File: config.mk
export PLATFORM = sky130hd
export DESIGN_NAME = nis_sequencer
export DESIGN_NICKNAME = d
export VERILOG_FILES = /design/src/rtl/nis_pkg.sv /design/src/rtl/nis_regs.sv /design/src/rtl/nis_arbiter.sv /design/src/rtl/nis_prio_stack.sv /design/src/rtl/nis_sequencer.sv
export SDC_FILE = /design/constraint.sdc
export NUM_CORES = 1
export LEC_CHECK = 0
export BUFFER_PORTS_ARGS = -buffer_cell sky130_fd_sc_hd__buf_2
export CELL_PAD_IN_SITES_DETAIL_PLACEMENT = 1
export CELL_PAD_IN_SITES_GLOBAL_PLACEMENT = 1
export CORE_UTILIZATION = 50
export CTS_BUF_LIST = sky130_fd_sc_hd__clkbuf_8
export DETAILED_ROUTE_END_ITERATION = 10
export PLACE_DENSITY = 0.82
export SETUP_SLACK_MARGIN = 0.4
export SYNTH_ARGS = -nofsm -noshare
export SYNTH_HDL_FRONTEND = slang
export SYNTH_SLANG_ARGS = --single-unit
export TNS_END_PERCENT = 100
File: constraint.sdc
create_clock -name clk -period 12.4 [get_ports clk]
set_input_delay 3.72 -clock clk [delete_from_list [all_inputs] [get_ports clk]]
set_output_delay 3.72 -clock clk [all_outputs]
set_load 0.05 [all_outputs]
File: src/rtl/nis_pkg.sv
package nis_pkg;

  typedef enum logic [1:0] {
    SQ_RUN   = 2'd0,
    SQ_STACK = 2'd1,
    SQ_TAIL  = 2'd2,
    SQ_UNSTK = 2'd3
  } sq_state_t;

  localparam logic [2:0] OP_EN_SET = 3'd0;
  localparam logic [2:0] OP_EN_CLR = 3'd1;
  localparam logic [2:0] OP_LEVEL  = 3'd2;
  localparam logic [2:0] OP_PEND   = 3'd3;
  localparam logic [2:0] OP_SLEEP  = 3'd4;

endpackage

File: src/rtl/nis_regs.sv
module nis_regs
  import nis_pkg::*;
#(
  parameter int N_IRQ     = 8,
  parameter int PRIO_BITS = 3,
  localparam int IDXW     = (N_IRQ > 1) ? $clog2(N_IRQ) : 1
) (
  input  logic                         clk,
  input  logic                         rst,
  input  logic [N_IRQ-1:0]             irq_req,
  input  logic                         cfg_we,
  input  logic [2:0]                   cfg_op,
  input  logic [IDXW-1:0]              cfg_idx,
  input  logic [PRIO_BITS-1:0]         cfg_data,
  input  logic                         clr_vld,
  input  logic [IDXW-1:0]              clr_idx,
  output logic [N_IRQ-1:0]             pend,
  output logic [N_IRQ-1:0]             en,
  output logic [N_IRQ*PRIO_BITS-1:0]   level_flat,
  output logic                         sleep_on_exit
);

  logic [N_IRQ-1:0] req_q;

  always_ff @(posedge clk) begin
    if (rst) req_q <= '0;
    else     req_q <= irq_req;
  end

  always_ff @(posedge clk) begin
    if (rst)                               sleep_on_exit <= 1'b0;
    else if (cfg_we && cfg_op == OP_SLEEP) sleep_on_exit <= cfg_data[0];
  end

  for (genvar i = 0; i < N_IRQ; i++) begin : g_src
    logic hit;
    logic rise;
    logic drop;
    assign hit  = cfg_we && (cfg_idx == IDXW'(i));
    assign rise = irq_req[i] && !req_q[i];
    assign drop = clr_vld && (clr_idx == IDXW'(i));

    always_ff @(posedge clk) begin
      if (rst) begin
        en[i]                             <= 1'b0;
        level_flat[i*PRIO_BITS +: PRIO_BITS] <= '0;
        pend[i]                           <= 1'b0;
      end else begin
        if (hit && cfg_op == OP_EN_SET) en[i] <= 1'b1;
        if (hit && cfg_op == OP_EN_CLR) en[i] <= 1'b0;
        if (hit && cfg_op == OP_LEVEL)
          level_flat[i*PRIO_BITS +: PRIO_BITS] <= cfg_data;
        pend[i] <= (pend[i] && !drop) || rise || (hit && cfg_op == OP_PEND);
      end
    end
  end

endmodule

File: src/rtl/nis_arbiter.sv
module nis_arbiter #(
  parameter int N_IRQ     = 8,
  parameter int PRIO_BITS = 3,
  localparam int IDXW     = (N_IRQ > 1) ? $clog2(N_IRQ) : 1
) (
  input  logic [N_IRQ-1:0]           pend,
  input  logic [N_IRQ-1:0]           en,
  input  logic [N_IRQ*PRIO_BITS-1:0] level_flat,
  output logic                       best_vld,
  output logic [IDXW-1:0]            best_idx,
  output logic [PRIO_BITS-1:0]       best_lvl
);

  // Ascending scan with strict compare: the lower index keeps a tie.
  always_comb begin
    best_vld = 1'b0;
    best_idx = '0;
    best_lvl = '1;
    for (int i = 0; i < N_IRQ; i++) begin
      if (pend[i] && en[i] &&
          (!best_vld || level_flat[i*PRIO_BITS +: PRIO_BITS] < best_lvl)) begin
        best_vld = 1'b1;
        best_idx = IDXW'(i);
        best_lvl = level_flat[i*PRIO_BITS +: PRIO_BITS];
      end
    end
  end

endmodule

File: src/rtl/nis_prio_stack.sv
module nis_prio_stack #(
  parameter int PRIO_BITS = 3,
  localparam int DEPTH    = 2 ** PRIO_BITS,
  localparam int AW       = (DEPTH > 1) ? $clog2(DEPTH) : 1,
  localparam int DW       = $clog2(DEPTH + 1)
) (
  input  logic                 clk,
  input  logic                 rst,
  input  logic                 push,
  input  logic [PRIO_BITS-1:0] push_lvl,
  input  logic                 pop,
  output logic [PRIO_BITS:0]   top_lvl,
  output logic [PRIO_BITS:0]   under_lvl,
  output logic [DW-1:0]        depth
);

  localparam logic [PRIO_BITS:0] IDLE_LVL = {1'b1, {PRIO_BITS{1'b0}}};

  logic [PRIO_BITS-1:0] mem [DEPTH];
  logic [DW-1:0]        dm1;
  logic [DW-1:0]        dm2;

  assign dm1 = depth - DW'(1);
  assign dm2 = depth - DW'(2);

  always_ff @(posedge clk) begin
    if (push) mem[depth[AW-1:0]] <= push_lvl;
  end

  always_ff @(posedge clk) begin
    if (rst)              depth <= '0;
    else if (push && !pop) depth <= depth + DW'(1);
    else if (pop && !push) depth <= dm1;
  end

  assign top_lvl   = (depth == '0)      ? IDLE_LVL : {1'b0, mem[dm1[AW-1:0]]};
  assign under_lvl = (depth < DW'(2))   ? IDLE_LVL : {1'b0, mem[dm2[AW-1:0]]};

endmodule

File: src/rtl/nis_sequencer.sv
module nis_sequencer
  import nis_pkg::*;
#(
  parameter int N_IRQ       = 8,
  parameter int PRIO_BITS   = 3,
  parameter int STACK_CYC   = 12,
  parameter int TAIL_CYC    = 6,
  parameter int UNSTACK_CYC = 10,
  localparam int IDXW       = (N_IRQ > 1) ? $clog2(N_IRQ) : 1,
  localparam int DEPTH      = 2 ** PRIO_BITS,
  localparam int SDW        = $clog2(DEPTH + 1),
  localparam int CNTW       = $clog2(STACK_CYC + TAIL_CYC + UNSTACK_CYC + 1)
) (
  input  logic                 clk,
  input  logic                 rst,
  input  logic [N_IRQ-1:0]     irq_req,
  input  logic                 cfg_we,
  input  logic [2:0]           cfg_op,
  input  logic [IDXW-1:0]      cfg_idx,
  input  logic [PRIO_BITS-1:0] cfg_data,
  input  logic                 exc_return,
  output logic                 handler_start,
  output logic [IDXW-1:0]      handler_vec,
  output logic                 sleep_req
);

  logic [N_IRQ-1:0]           pend;
  logic [N_IRQ-1:0]           en;
  logic [N_IRQ*PRIO_BITS-1:0] level_flat;
  logic                       sleep_on_exit;

  logic                       best_vld;
  logic [IDXW-1:0]            best_idx;
  logic [PRIO_BITS-1:0]       best_lvl;

  logic [PRIO_BITS:0]         top_lvl;
  logic [PRIO_BITS:0]         under_lvl;
  logic [SDW-1:0]             depth;

  sq_state_t                  state;
  logic [CNTW-1:0]            cnt;
  logic [IDXW-1:0]            sel_idx;
  logic [PRIO_BITS-1:0]       sel_lvl;
  logic [IDXW-1:0]            sel_idx_n;
  logic [PRIO_BITS-1:0]       sel_lvl_n;

  logic                       beats_top;
  logic                       beats_under;
  logic                       beats_sel;
  logic                       entering;
  logic                       finish_entry;
  logic                       do_pop;
  logic                       any_ready;

  nis_regs #(.N_IRQ(N_IRQ), .PRIO_BITS(PRIO_BITS)) u_regs (
    .clk          (clk),
    .rst          (rst),
    .irq_req      (irq_req),
    .cfg_we       (cfg_we),
    .cfg_op       (cfg_op),
    .cfg_idx      (cfg_idx),
    .cfg_data     (cfg_data),
    .clr_vld      (finish_entry),
    .clr_idx      (sel_idx_n),
    .pend         (pend),
    .en           (en),
    .level_flat   (level_flat),
    .sleep_on_exit(sleep_on_exit)
  );

  nis_arbiter #(.N_IRQ(N_IRQ), .PRIO_BITS(PRIO_BITS)) u_arb (
    .pend      (pend),
    .en        (en),
    .level_flat(level_flat),
    .best_vld  (best_vld),
    .best_idx  (best_idx),
    .best_lvl  (best_lvl)
  );

  nis_prio_stack #(.PRIO_BITS(PRIO_BITS)) u_stack (
    .clk      (clk),
    .rst      (rst),
    .push     (finish_entry),
    .push_lvl (sel_lvl_n),
    .pop      (do_pop),
    .top_lvl  (top_lvl),
    .under_lvl(under_lvl),
    .depth    (depth)
  );

  assign any_ready    = |(pend & en);
  assign beats_top    = best_vld && ({1'b0, best_lvl} < top_lvl);
  assign beats_under  = best_vld && ({1'b0, best_lvl} < under_lvl);
  assign beats_sel    = best_vld && (best_lvl < sel_lvl);
  assign entering     = (state == SQ_STACK) || (state == SQ_TAIL);
  assign finish_entry = entering && (cnt == '0);
  assign do_pop       = (state == SQ_RUN) && exc_return && (depth != '0);

  // Late arrival: the selection may change on every entry cycle,
  // including the last one, without touching the counter.
  assign sel_idx_n = (entering && beats_sel) ? best_idx : sel_idx;
  assign sel_lvl_n = (entering && beats_sel) ? best_lvl : sel_lvl;

  always_ff @(posedge clk) begin
    if (rst) begin
      state         <= SQ_RUN;
      cnt           <= '0;
      sel_idx       <= '0;
      sel_lvl       <= '0;
      handler_start <= 1'b0;
      handler_vec   <= '0;
      sleep_req     <= 1'b0;
    end else begin
      handler_start <= 1'b0;
      sel_idx       <= sel_idx_n;
      sel_lvl       <= sel_lvl_n;
      unique case (state)
        SQ_RUN: begin
          if (do_pop) begin
            if (beats_under) begin
              state   <= SQ_TAIL;
              cnt     <= CNTW'(TAIL_CYC - 1);
              sel_idx <= best_idx;
              sel_lvl <= best_lvl;
            end else begin
              state <= SQ_UNSTK;
              cnt   <= CNTW'(UNSTACK_CYC - 1);
            end
          end else if (beats_top) begin
            state   <= SQ_STACK;
            cnt     <= CNTW'(STACK_CYC - 1);
            sel_idx <= best_idx;
            sel_lvl <= best_lvl;
          end
        end
        SQ_STACK, SQ_TAIL: begin
          if (cnt == '0) begin
            state         <= SQ_RUN;
            handler_start <= 1'b1;
            handler_vec   <= sel_idx_n;
          end else begin
            cnt <= cnt - CNTW'(1);
          end
        end
        SQ_UNSTK: begin
          if (beats_top) begin
            state   <= SQ_TAIL;
            cnt     <= CNTW'(TAIL_CYC - 1);
            sel_idx <= best_idx;
            sel_lvl <= best_lvl;
          end else if (cnt == '0) begin
            state <= SQ_RUN;
            if (depth == '0 && sleep_on_exit) sleep_req <= 1'b1;
          end else begin
            cnt <= cnt - CNTW'(1);
          end
        end
        default: state <= SQ_RUN;
      endcase
      if (any_ready) sleep_req <= 1'b0;
    end
  end

endmodule

==> run_results.csv, run 1 <==
group,metric,value,unit
clock_tree,root_buffer,"clkbuf_8",
place,post_dp_cell_area,6180,um^2
synth,synth_area,5990,um^2
sta,fin_worst_skew,0.00775,ns
pwr,leakagePower,2.43,nW
setup_path,r2r-end,"sel_idx[1]$_SDFF_PP0_",
die,die_h,111,um
flow_run,cap_violations,0,
synth,synth_fa_ha_area_share,5.01,%
place,io_buffers,25,
setup_path,reg2reg_depth,52,
grt,grt_max_degree,74,
sta,rsz0062_at_grt,"false",
pwr,peakVddDrop,150,uV
layout,regArea,2140,um^2
setup_path,crit_buf_inv,5,
synth,synth_top_family_by_area,"compound AO/OA/AOI/OAI gates",
setup_path,required,12.67,ns
routing,detail_route.wl_per_cell,20.1,um
layout,nNetsFinal,724,
layout,nFillCells,1365,
pwr,power_density,145,nW/um^2
grt,antenna_found_initial,0,
synth,syn_area_per_cell,8.98,um^2
synth,yosys.area_share.simple,21.2,%
setup_path,crit_start,"u_regs.pend[0]$_SDFF_PP0_",
synth,synth-xor-area-share,0.585,%
sta,slew_violations,0,
setup_path,crit_path_max_fanout,8,
synth,synth_mux_area_share,11.6,%
worst_hold_path,hp-class,"reg -> reg",
setup_path,path_depth,52,
clock_tree,clk_path_buf_depth,2,
routing,ant_nets,0,
sta,relSlewSlack,29.7,%
die,ioPinCount,26,
layout,num_antenna_cells,0,
place,gp_congestion,0.868,
place,hpwlAfterDp,12.5,mm
synth,synth_cell_types,74,
clock_tree,tritoncts,"yes",
clock_tree,ctsHtreeMaxLevel,3,
pwr,pwr-share-comb,37.2,%
sta,fmax,0.0895,GHz
sta,holdWs,0.456,ns
setup_path,worst_path_most_repeated_cell,"ha_1",
synth,synth_cells,667,
layout,fin_area,6470,um^2
pwr,p_switching,0.358,mW
synth,ys_async_sr_fraction,0,%
layout,post-route-util,55.9,%
routing,drtIter0Drc,209,
pwr,total_power,0.941,mW
routing,drc_errors,1,
clock_tree,clkSinkCount,95,
routing,routed_via_density,6.25,
clock_tree,clk_latency,0.39,ns
grt,grt_pass1_vias,5380,
grt,grt_pass1_wl,27.1,mm
synth,synth_edf_count,24,
die,coreArea,11600,um^2
synth,syn_nets,712,
die,num_rows,39,
layout,layout-drive-gt1-share,15.6,%
setup_path,start_kind,"flop",
grt,grt_overflow_total,0,
die,die-area,12400,um^2
synth,synth_compound_area_share,21.9,%
synth,ys_ff_latch,95,
pwr,swShare,38.0,%
sta,finalHoldViolCount,0,
setup_path,arrival,11.44,ns
sta,fin_crit,11.17,ns
setup_path,crit_type,"reg -> reg",
synth,ys.flop_type,"dfxtp_1",
pwr,p_int,0.583,mW
setup_path,crit_family,"compound AO/OA/AOI/OAI gates",
synth,seq_area_frac_synth,35.8,%
worst_hold_path,hold_path_depth,2,
setup_path,max_stage_delay,0.46,ns
die,die_w,111,um
sta,setup_viol,0,
layout,area_growth,8.02,%
layout,multi_input_area,3670,um^2
setup_path,r2r-start,"u_regs.pend[0]$_SDFF_PP0_",
pwr,seqPwrFrac,39.4,%
grt,gr-usage-all-layers,27.5,%
setup_path,slowest_stage,"dfxtp_1",
sta,post-route-period-util,90.1,%
clock_tree,cts_buffers,9,
setup_path,crit_end,"sel_idx[1]$_SDFF_PP0_",
pwr,p_clk_share,23.4,%
routing,num_vias,5171,
routing,drtPass1Iterations,8,
setup_path,rrSetupSlack,1.23,ns
synth,yosys_warnings,0,
status,violations,"DRC",
setup_path,critPathCaptureType,"flop",
routing,wl,16.6,mm
clock_tree,clkTransAtPathRegs,0.09,ns
die,start_util,51.8,%
sta,final.setup.tns,0,ns
status,status,"complete, but fails checks",
sta,tightest_slew,1.05,ns
[routing by layer]
layer  part of all wire, %  up-vias  GRT usage [%]
met3                   2.2       36           4.68
met1                    42     2581           32.3
met5                     0        -              0
met4                   3.2        0           12.9
li1                      -     2480              -
met2                    52       74           49.0
[timing repair]
action	CTS	global route
setup buffers	0	3
endpoints found under the setup margin	0	48
gates resized for setup	0	12
hold buffers	0	0
[cells by family after synthesis]
logic type | Yosys count
AO/OA/AOI/OAI | 180
XOR/XNOR | 4
adder cells (fa/ha/maj) | 24
buffers and inverters | 59
flip-flops | 95
multiplexers | 52
AND/OR/NAND/NOR | 253
[per-stage QoR]
step,instances,worst slack [ns]
floorplan,667,2.47
global placement,808,1.45
detailed placement,808,0.857
CTS,824,0.827
global route,827,0.322
finish,827,1.23
[how the worst min path moves through the flow]
stage	startpoint	to	slack, ns
2_1_floorplan	u_regs.level_flat[12]$_SDFFE_PP0P_	u_regs.level_flat[12]$_SDFFE_PP0P_	0.44
3_3_place_gp	handler_vec[0]$_SDFFE_PP0P_	handler_vec[0]$_SDFFE_PP0P_	0.44
3_5_place_dp	handler_vec[0]$_SDFFE_PP0P_	handler_vec[0]$_SDFFE_PP0P_	0.45
4_1_cts	handler_vec[0]$_SDFFE_PP0P_	handler_vec[0]$_SDFFE_PP0P_	0.46
5_1_grt	handler_vec[0]$_SDFFE_PP0P_	handler_vec[0]$_SDFFE_PP0P_	0.48
6_report	handler_vec[0]$_SDFFE_PP0P_	handler_vec[0]$_SDFFE_PP0P_	0.46
[cells in the mapped netlist (3+ instances only)]
| library cell | count | area [um^2] |
|---|---|---|
| a211oi_1 | 15 | 113 |
| a21o_1 | 8 | 60.1 |
| a21oi_1 | 45 | 225 |
| a22o_1 | 4 | 35.0 |
| a22oi_1 | 3 | 22.5 |
| a31o_2 | 3 | 26.3 |
| a31oi_1 | 12 | 75.1 |
| and2_1 | 6 | 37.5 |
| and3_1 | 12 | 75.1 |
| clkbuf_1 | 25 | 93.8 |
| dfxtp_1 | 71 | 1420 |
| edfxtp_1 | 24 | 721 |
| ha_1 | 24 | 300 |
| inv_1 | 30 | 113 |
| mux2_2 | 10 | 113 |
| mux2i_1 | 29 | 290 |
| mux4_2 | 12 | 270 |
| nand2_1 | 51 | 191 |
| nand2b_1 | 18 | 113 |
| nand3_1 | 22 | 110 |
| nand3b_1 | 3 | 22.5 |
| nand4_1 | 5 | 31.3 |
| nor2_1 | 76 | 285 |
| nor2b_1 | 19 | 119 |
| nor3_1 | 14 | 70.1 |
| nor3b_1 | 5 | 37.5 |
| o211ai_1 | 3 | 22.5 |
| o21a_1 | 7 | 52.6 |
| o21ai_0 | 24 | 120 |
| o21ai_1 | 6 | 30.0 |
| o21bai_1 | 5 | 37.5 |
| o22ai_1 | 4 | 25.0 |
| o2bb2ai_1 | 4 | 35.0 |
| o31ai_1 | 7 | 52.6 |
| or2_2 | 6 | 37.5 |
| or3_1 | 5 | 31.3 |
| xor2_1 | 3 | 26.3 |
[power groups by stage]
| stage | Combinational (mW) | Sequential (mW) | Clock (mW) |
|---|---|---|---|
| floorplan | 0.268 | 0.369 | 0 |
| global placement | 0.331 | 0.376 | 0 |
| detailed placement | 0.347 | 0.378 | 0 |
| CTS | 0.351 | 0.371 | 0.225 |
| global route | 0.386 | 0.375 | 0.234 |
| finish | 0.350 | 0.371 | 0.220 |
[area by class of cell]
class                   count  area share (%)
clock inverters             6            1.06
inverters                  30            1.74
clock buffers              10            2.13
flip-flops and latches     95            33.1
well taps                 143            2.77
multi-input cells         513            56.7
repair buffers             30            2.51
[worst reg2reg max path: cells and delay by family, from the launching register on]
kind	cells	cell delay [ns]
simple gates	9	1.18
fa+ha+maj	8	2.33
mux	5	1.35
flops	1	0.46
buf+inv	5	0.36
compound gates	25	5.37
[flip-flops by register name (all words and copies together), names as in the netlist, 2 cells and up]
name,flops
handler_vec,3
u_regs.req_q,8
u_stack.mem,24
u_regs.level_flat,24
u_regs.en,8
cnt,5
sel_idx,3
u_regs.pend,8
state,2
sel_lvl,3
u_stack.depth,4
[cells in the final DEF, fill, tap and decap left out, types with 7 or more instances in the layout]
master / synthesis / final
nor2_1: 76 / 76
dfxtp_1: 71 / 71
nand2_1: 51 / 51
a21oi_1: 45 / 41
inv_1: 30 / 30
mux2i_1: 29 / 29
buf_2: 0 / 25
o21ai_0: 24 / 24
edfxtp_1: 24 / 24
ha_1: 24 / 23
nand3_1: 22 / 22
nor2b_1: 19 / 19
nand2b_1: 18 / 18
a211oi_1: 15 / 15
nor3_1: 14 / 14
and3_1: 12 / 12
mux4_2: 12 / 12
mux2_2: 10 / 10
clkbuf_8: 0 / 10
a31oi_1: 12 / 9
a21o_1: 8 / 8
o21a_1: 7 / 7
o31ai_1: 7 / 7
Note: power is estimated with default switching activity, not from simulation.
==> inputs of run 2 (changes only) <==
--- a/config.mk
+++ b/config.mk
@@ -9,7 +9,7 @@
 export CELL_PAD_IN_SITES_DETAIL_PLACEMENT = 1
 export CELL_PAD_IN_SITES_GLOBAL_PLACEMENT = 1
 export CORE_UTILIZATION = 50
-export CTS_BUF_LIST = sky130_fd_sc_hd__clkbuf_8
+export CTS_BUF_LIST = sky130_fd_sc_hd__clkbuf_4
 export DETAILED_ROUTE_END_ITERATION = 10
 export PLACE_DENSITY = 0.82
 export SETUP_SLACK_MARGIN = 0.4
==> run 2 against run 1 <==
Compared with the run above:
- the run still ends with DRC left
- clock power shrank 19%
- clock-buffer cell count shrank 1
- global-route usage shrank 0.17 points
- sequential power is essentially flat
- register-to-register slack gained 0.06 ns
- fmax grew 0.57%
- flip-flop and latch count is the same
- critical path type unchanged
==> run_results.csv, run 2 (synthesis gave the netlist of run 1 again) <==
group,metric,value,unit
sta,post-route-period-util,89.6,%
die,die_h,111,um
routing,ant_nets,0,
sta,finalHoldViolCount,0,
setup_path,required,12.78,ns
clock_tree,clk_path_buf_depth,2,
worst_hold_path,hp-class,"reg -> reg",
sta,tightest_slew,1.04,ns
layout,nNetsFinal,722,
clock_tree,cts-hold-fix-buffers,0,
setup_path,crit_path_max_fanout,8,
layout,area_growth,6.83,%
clock_tree,clkTransAtPathRegs,0.15,ns
routing,detail_route.wl_per_cell,20.0,um
setup_path,crit_buf_inv,5,
grt,grt_pass1_vias,5335,
place,hpwlAfterDp,12.5,mm
layout,final_common_cell,"nor2_1",
pwr,leakagePower,2.40,nW
routing,routed_via_density,6.27,
sta,rsz0062_at_grt,"false",
sta,final.setup.tns,0,ns
clock_tree,clkSinkCount,95,
die,die_w,111,um
place,post_dp_cell_area,6180,um^2
pwr,power_density,140,nW/um^2
die,coreArea,11600,um^2
grt,grt_overflow_total,0,
die,start_util,51.8,%
status,status,"complete, but fails checks",
setup_path,start_kind,"flop",
sta,setup_viol,0,
routing,num_vias,5178,
clock_tree,clk_latency,0.49,ns
grt,grt_max_degree,74,
setup_path,arrival,11.48,ns
pwr,peakVddDrop,111,uV
clock_tree,cts_buffers,9,
die,num_rows,39,
sta,fin_crit,11.11,ns
layout,final_cell_mix,"nor2_1 (76), dfxtp_1 (71), nand2_1 (51)",
clock_tree,root_buffer,"clkbuf_4",
die,ioPinCount,26,
setup_path,max_stage_delay,0.48,ns
clock_tree,tritoncts,"yes",
sta,fmax,0.0900,GHz
setup_path,slowest_stage,"dfxtp_1",
setup_path,worst_path_most_repeated_cell,"ha_1",
place,dp_cells,808,
layout,fin_cells,826,
status,violations,"DRC",
sta,relSlewSlack,30.4,%
grt,grt_pass1_wl,26.9,mm
routing,wl,16.5,mm
setup_path,crit_type,"reg -> reg",
grt,antenna_found_initial,1,
setup_path,critPathCaptureType,"flop",
routing,drtIter0Drc,234,
clock_tree,ctsHtreeMaxLevel,3,
layout,fin_area,6400,um^2
place,io_buffers,25,
routing,drtPass1Iterations,8,
grt,gr-usage-all-layers,27.3,%
flow_run,cap_violations,0,
layout,layout-drive-gt1-share,15.5,%
setup_path,crit_family,"compound AO/OA/AOI/OAI gates",
routing,drc_errors,1,
die,die-area,12400,um^2
sta,slew_violations,0,
place,gp_congestion,0.868,
sta,fin_worst_skew,0.0160,ns
[run 2: timing repair]
| item | CTS | global route |
|---|---|---|
| endpoints found under the setup margin | 0 | 48 |
| buffers inserted | 0 | 1 |
| resized for setup | 0 | 13 |
| endpoints found under the hold margin | 0 | 0 |
[run 2: where the power goes]
part / switching, mW / total (mW) / internal (mW)
clock network: 0.117 / 0.179 / 0.0621
logic: 0.208 / 0.348 / 0.140
registers: 0.0272 / 0.371 / 0.344
total: 0.352 / 0.897 / 0.546
[run 2: path summary, 6_finish.rpt]
kind / start / end / slack [ns] / cells past startpoint
setup / recovery: u_regs.pend[0]$_SDFF_PP0_ / sel_idx[1]$_SDFF_PP0_ / 1.29 / 52
hold / removal: handler_vec[0]$_SDFFE_PP0P_ / handler_vec[0]$_SDFFE_PP0P_ / 0.46 / 2
setup reg to reg: u_regs.pend[0]$_SDFF_PP0_ / sel_idx[1]$_SDFF_PP0_ / 1.29 / 52
hold reg to reg: handler_vec[0]$_SDFFE_PP0P_ / handler_vec[0]$_SDFFE_PP0P_ / 0.46 / 2
[run 2: cell type report]
| type | instances | area, um^2 |
|---|---|---|
| flip-flops and latches | 95 | 2140 |
| repair buffers | 28 | 148 |
| fillers | 1375 | 5170 |
| diodes | 1 | 2.50 |
| well taps | 143 | 179 |
| clock buffers | 9 | 67.6 |
| inverters | 30 | 113 |
| clock inverters | 7 | 72.6 |
| multi-input cells | 513 | 3670 |
[run 2: through the flow]
step	utilization, %	hold WS (ns)	power, mW	worst slack, ns
2_1_floorplan	-	0.436	0.637	2.47
3_3_place_gp	53.5	0.441	0.707	1.45
3_5_place_dp	53.5	0.448	0.725	0.857
4_1_cts	54.7	0.467	0.903	0.814
5_1_grt	55.3	0.486	0.954	0.401
6_report	55.3	0.462	0.897	1.29
[run 2: worst reg2reg max path: cells and delay by family, from the launching register on]
| family | cells | cell delay [ns] |
|---|---|---|
| mux | 5 | 1.49 |
| compound gates | 25 | 5.15 |
| fa+ha+maj | 8 | 2.30 |
| simple gates | 9 | 1.24 |
| buf+inv | 5 | 0.36 |
| flops | 1 | 0.48 |
[run 2: layer usage]
metal / track usage [%] / vias up / share of wire, %
li1: - / 2477 / -
met1: 32.2 / 2560 / 42
met2: 48.8 / 104 / 51
met3: 5.39 / 37 / 3.0
met4: 11.0 / 0 / 3.3
met5: 0 / - / 0
